===== src/rtl/wsr_pkg.sv =====
package wsr_pkg;

  typedef enum logic [1:0] {
    RD_NONE   = 2'd0,
    RD_ARRAY  = 2'd1,
    RD_STATUS = 2'd2
  } rd_kind_e;

  // Classify one access: nothing, plain array read, or in-progress status read.
  function automatic rd_kind_e classify(input logic qualified, input logic busy);
    if (!qualified) return RD_NONE;
    return busy ? RD_STATUS : RD_ARRAY;
  endfunction

  // Polarity flag: inverted last-written bit only on a legal address hit.
  function automatic logic poll_flag(input logic hit, input logic enabled,
                                     input logic last_msb, input logic arr_msb);
    return (hit && enabled) ? ~last_msb : arr_msb;
  endfunction

endpackage


===== src/rtl/wsr_last_write.sv =====
module wsr_last_write #(
  parameter int ADDR_W = 17,
  parameter int DATA_W = 8
) (
  input  logic              clk,
  input  logic              rst_n,
  input  logic              cap,
  input  logic              illegal,
  input  logic [ADDR_W-1:0] cap_addr,
  input  logic [DATA_W-1:0] cap_data,
  input  logic [ADDR_W-1:0] rd_addr,
  output logic [DATA_W-1:0] last_data,
  output logic              poll_en,
  output logic              addr_hit
);
  logic [ADDR_W-1:0] last_addr;

  always_ff @(posedge clk) begin
    if (!rst_n) begin
      last_addr <= '0;
      last_data <= '0;
      poll_en   <= 1'b0;
    end else if (cap) begin
      last_addr <= cap_addr;
      last_data <= cap_data;
      poll_en   <= ~illegal;
    end
  end

  assign addr_hit = (rd_addr == last_addr);

  // a capture is visible on the following cycle
  a_r9_capture_stores: assert property (@(posedge clk) disable iff (!rst_n)
    cap |=> (last_data == $past(cap_data)) && (poll_en == !$past(illegal)));

  // without a capture the stored byte is held
  a_r9_hold_without_capture: assert property (@(posedge clk) disable iff (!rst_n)
    !cap |=> $stable(last_data) && $stable(poll_en));

endmodule


===== src/rtl/wsr_toggle.sv =====
module wsr_toggle (
  input  logic clk,
  input  logic rst_n,
  input  logic adv,
  output logic tog_q
);
  always_ff @(posedge clk) begin
    if (!rst_n)   tog_q <= 1'b0;
    else if (adv) tog_q <= ~tog_q;
  end

  // each status read advances the flag
  a_r5_flips_per_status_read: assert property (@(posedge clk) disable iff (!rst_n)
    adv |=> tog_q != $past(tog_q));

  // no status read, no change
  a_r8_holds_otherwise: assert property (@(posedge clk) disable iff (!rst_n)
    !adv |=> $stable(tog_q));

endmodule


===== src/rtl/wstat_read_unit.sv =====
module wstat_read_unit #(
  parameter int ADDR_W = 17,
  parameter int DATA_W = 8
) (
  input  logic              clk,
  input  logic              rst_n,
  input  logic              wr_cap,
  input  logic              wr_illegal,
  input  logic [ADDR_W-1:0] wr_addr,
  input  logic [DATA_W-1:0] wr_data,
  input  logic              busy_i,
  input  logic              rd_stb,
  input  logic              ce_n,
  input  logic              oe_n,
  input  logic [ADDR_W-1:0] rd_addr,
  input  logic [DATA_W-1:0] arr_rdata,
  output logic [DATA_W-1:0] dout,
  output logic              dout_oe
);
  import wsr_pkg::*;

  localparam int POLL_BIT = DATA_W - 1;
  localparam int TOG_BIT  = DATA_W - 2;
  localparam int RSV_W    = DATA_W - 2;

  // Named internal events for the assertions
  logic              rd_valid;
  logic              status_rd;
  rd_kind_e          rd_kind;
  logic [DATA_W-1:0] last_data;
  logic              poll_en;
  logic              addr_hit;
  logic              tog_q;
  logic [DATA_W-1:0] status_word;

  assign rd_valid  = rd_stb & ~ce_n & ~oe_n;
  assign rd_kind   = classify(rd_valid, busy_i);
  assign status_rd = (rd_kind == RD_STATUS);

  wsr_last_write #(.ADDR_W(ADDR_W), .DATA_W(DATA_W)) u_last (
    .clk(clk), .rst_n(rst_n), .cap(wr_cap), .illegal(wr_illegal),
    .cap_addr(wr_addr), .cap_data(wr_data), .rd_addr(rd_addr),
    .last_data(last_data), .poll_en(poll_en), .addr_hit(addr_hit)
  );

  wsr_toggle u_tog (
    .clk(clk), .rst_n(rst_n), .adv(status_rd), .tog_q(tog_q)
  );

  always_comb begin
    status_word           = '0;
    status_word[POLL_BIT] = poll_flag(addr_hit, poll_en,
                                      last_data[POLL_BIT], arr_rdata[POLL_BIT]);
    status_word[TOG_BIT]  = tog_q;
  end

  always_ff @(posedge clk) begin
    if (!rst_n) begin
      dout    <= '0;
      dout_oe <= 1'b0;
    end else begin
      unique case (rd_kind)
        RD_ARRAY: begin
          dout    <= arr_rdata;
          dout_oe <= 1'b1;
        end
        RD_STATUS: begin
          dout    <= status_word;
          dout_oe <= 1'b1;
        end
        default: begin
          dout    <= '0;
          dout_oe <= 1'b0;
        end
      endcase
    end
  end

  // valid only right after a qualified read
  a_r2_oe_after_read: assert property (@(posedge clk) disable iff (!rst_n)
    dout_oe |-> $past(rd_valid));

  // disabled output is quiet
  a_r2_quiet_when_disabled: assert property (@(posedge clk) disable iff (!rst_n)
    !dout_oe |-> dout == '0);

  // idle reads pass array data through
  a_r3_array_pass: assert property (@(posedge clk) disable iff (!rst_n)
    (rd_valid && !busy_i) |=> dout == $past(arr_rdata));

  // polarity flag inverts the last written top bit
  a_r4_poll_inverts: assert property (@(posedge clk) disable iff (!rst_n)
    (status_rd && addr_hit && poll_en) |=> dout[POLL_BIT] != $past(last_data[POLL_BIT]));

  // reserved status bits read zero
  a_r6_reserved_zero: assert property (@(posedge clk) disable iff (!rst_n)
    status_rd |=> dout[RSV_W-1:0] == '0);

  // no polling on a mismatch or an illegal capture
  a_r7_no_poll: assert property (@(posedge clk) disable iff (!rst_n)
    (status_rd && !(addr_hit && poll_en)) |=> dout[POLL_BIT] == $past(arr_rdata[POLL_BIT]));

endmodule


===== config.mk =====
export PLATFORM = sky130hd
export DESIGN_NAME = wstat_read_unit
export DESIGN_NICKNAME = d
export VERILOG_FILES = /design/src/rtl/wsr_pkg.sv /design/src/rtl/wsr_last_write.sv /design/src/rtl/wsr_toggle.sv /design/src/rtl/wstat_read_unit.sv
export SDC_FILE = /design/constraint.sdc
export NUM_CORES = 1
export LEC_CHECK = 0
export ABC_AREA = 1
export ABC_CLOCK_PERIOD_IN_PS = 1000
export BUFFER_PORTS_ARGS = -buffer_cell sky130_fd_sc_hd__clkbuf_2
export CAP_MARGIN = 20
export CORE_UTILIZATION = 42
export CTS_BUF_LIST = sky130_fd_sc_hd__clkbuf_4
export DETAILED_ROUTE_END_ITERATION = 16
export GPL_TIMING_DRIVEN = 0
export PLACE_DENSITY = 0.87
export SLEW_MARGIN = 10
export SYNTH_ARGS = -nofsm -noshare
export SYNTH_HDL_FRONTEND = slang
export SYNTH_SLANG_ARGS = --single-unit

===== constraint.sdc =====
create_clock -name clk -period 1 [get_ports clk]
set_input_delay 0.1 -clock clk [delete_from_list [all_inputs] [get_ports clk]]
set_output_delay 0.1 -clock clk [all_outputs]
set_load 0.02 [all_outputs]

==> qor.txt <==
status = finished with violations
violated checks = DRC, setup timing
Setup violations, final = 1
first-pass GRT wire length = 5210 µm
grt peak-use layer = met2
Area Overhead vs Synth = 40.4%
critical path launch point = u_last.last_addr[2]
Synth Instances = 205
post-synth cell types = 19
critical path class = reg -> reg
WP data arrival = 1.41 ns
n_diodes = 0
die area = 0.00343 mm²
worst-skew pair later-pin latency = 0.33 ns
Hold Crit Class = in -> reg
HP Start = rd_stb
RSZ-0062 raised after global routing = true
share of the synthesized area in the top cell type = 43.2%
Bufs on Longest Clock Path = 2
CP Data Required Time = 1.27 ns
TritonCTS buffer count = 5
via count = 1473
met3 Use GR = 6.15%
Final period util = 114%
CTS tree = yes
synthesized area = 0.00135 mm²
worst slack, placed = -0.146 ns
R2R Path Start = u_last.last_addr[2]
fin util = 61.8%
worst setup margin = -0.141 ns
Yosys top cell by area = dfxtp_1
synth top area cells = dfxtp_1 43%, nand2_1 14%, inv_1 8.9%
antenna violations before repair = 0
Total Routed Length = 3400 µm
Final #Nets = 341
final hold vios = 0
CTS sink cnt = 29
Worst VDD drop = 0.738 mV
Critical Path Start Type = register
MaxCap Viol Count = 0
Clock Skew = 0.00935 ns
fraction of layout cells with a size suffix above 1 = 33.1%
WL/cell = 10.4 µm
GRT met1 Usage = 23.4%
Final ANT Viol Nets = 0
Core Region = 0.00305 mm²
initial cell density of the core = 44.1%
H-tree depth = 2
clock slew at reported path FFs = 0.09 ns
Net Count, Synth = 263
pwr dens = 1270 mW/mm²
met2 Use GR = 36.3%
pin count of the biggest net entering global routing = 11
Final min period = 1.14 ns
Core Rows = 20
GPL Wtd Cong = 0.764
vias in the first global route = 1249
Residual DRC = 2
CTS root buf = clkbuf_4
Slew headroom = 67.8%
Lkg Pwr = 0.984 nW
DR vias/cell = 4.49
Max Clk Rate = 877 MHz
DRT iter0 DRCs = 85
port bufs = 58
Slew @ Worst Pin = 0.483 ns
crit path max fanout = 2
die width = 58.6 µm
die height = 58.6 µm
Synth Warn # = 0
1st-pass router iterations = 10
GR Util All Layers = 20.9%
Post-DP HPWL = 2310 µm
Final Max Tran Viols = 0
Avg Cell Area, Syn = 6.56 µm²
Crit. End Element = register
post-synthesis sequential area ratio = 43.2%
global route overflow = 0
FF+latch count, synth = 29
# IOs = 67
==> path summary, 6_finish.rpt <==
path,to,slack [ns],cells past startpoint
worst max-delay path,dout[7],-0.14,10
worst min-delay path,dout_oe,0.02,3
worst max register to register,dout[7],-0.14,10
worst min register to register,u_last.last_addr[6],0.46,2
==> Yosys cell counts <==
| cell type | n |
|---|---|
| nand2_1 | 49 |
| inv_1 | 32 |
| dfxtp_1 | 29 |
| nor2_1 | 28 |
| o21ai_0 | 21 |
| a21oi_1 | 15 |
| nor2_2 | 6 |
| inv_2 | 5 |
| nand2_2 | 4 |
| nand3_1 | 4 |
| clkbuf_1 | 3 |
| xnor2_1 | 2 |
| a21oi_2 | 1 |
| buf_1 | 1 |
| buf_2 | 1 |
| clkbuf_2 | 1 |
| nand3_2 | 1 |
| nand3b_1 | 1 |
| o21ai_1 | 1 |
==> layout make-up <==
type	count	area, µm²
Inverter	37	139
Clock inverter	2	10.0
Fill cell	293	1160
Clock buffer	6	45.0
Sequential cell	29	591
Multi-Input combinational cell	133	603
Tap cell	44	55.1
Buffer	6	25.0
Timing Repair Buffer	71	420
==> flip-flops by register name, indices dropped and copies added (netlist names) <==
| name | flops |
|---|---|
| u_last.last_addr | 17 |
| dout | 8 |
| dout_oe | 1 |
| u_last.last_data | 1 |
| u_last.poll_en | 1 |
| u_tog.tog_q | 1 |
==> what timing repair did <==
action,CTS,global route
hold buffers,11,2
setup buffers,0,0
hold endpoints to repair,11,2
setup endpoints to repair,1,1
gates resized for setup,2,7
==> routing by layer <==
metal	vias to the layer above	wire [µm]
met5	-	0
met4	0	109
met3	12	197
met2	46	1690
met1	637	1400
li1	778	-
==> worst max-delay path, stage by stage (launching register included) <==
cell and delay [ns]:
dfxtp_2 0.33, inv_1 0.04, nand2_1 0.05, nand2_1 0.05
nor2_2 0.12, inv_1 0.05, nor2_1 0.11, nand3_1 0.08
nand2_1 0.07, nand3_2 0.06, a21oi_2 0.11
==> logic make-up after synthesis <==
group | Yosys count | share of synthesized area (%)
AOI/OAI and AO/OA | 38 | 14.4
DFF | 29 | 43.2
buffers and inverters | 43 | 12.2
xor gates and xnor gates | 2 | 1.30
and+or+nand+nor | 93 | 28.9
==> power by group <==
group	switching (mW)	total (mW)	internal, mW
logic	0.225	0.428	0.203
clock network	0.419	0.713	0.294
registers	0.0311	1.25	1.22
==> metrics by stage <==
| stage | TNS (ns) | hold slack (ns) | power (mW) | cells | area [µm²] |
|---|---|---|---|---|---|
| after floorplan | -0.0369 | 0.190 | 1.49 | 205 | 1350 |
| after global routing | -0.290 | 0.0221 | 2.51 | 328 | 1890 |
| after CTS | -0.156 | 0.000684 | 2.38 | 326 | 1860 |
| after global placement | -0.226 | 0.278 | 1.63 | 307 | 1690 |
| after detailed placement | -0.599 | 0.298 | 1.65 | 307 | 1690 |
| final | -0.141 | 0.0232 | 2.39 | 328 | 1890 |
==> layout by cell type (no fill, tap or decap) <==
cell / count
a21oi_2: 1
dlygate4sd3_1: 13
nor2_1: 27
inv_2: 5
dfxtp_1: 21
nand3b_1: 1
nand2_2: 4
buf_2: 1
clkbuf_2: 59
nand3_2: 1
clkinv_2: 2
o21ai_1: 1
inv_1: 32
nand3_1: 4
a21oi_1: 15
buf_1: 1
xnor2_1: 2
clkbuf_4: 6
dfxtp_2: 8
clkbuf_1: 3
nand2_1: 49
nor2_2: 7
o21ai_0: 21
Power figures use the tool's default switching activity.
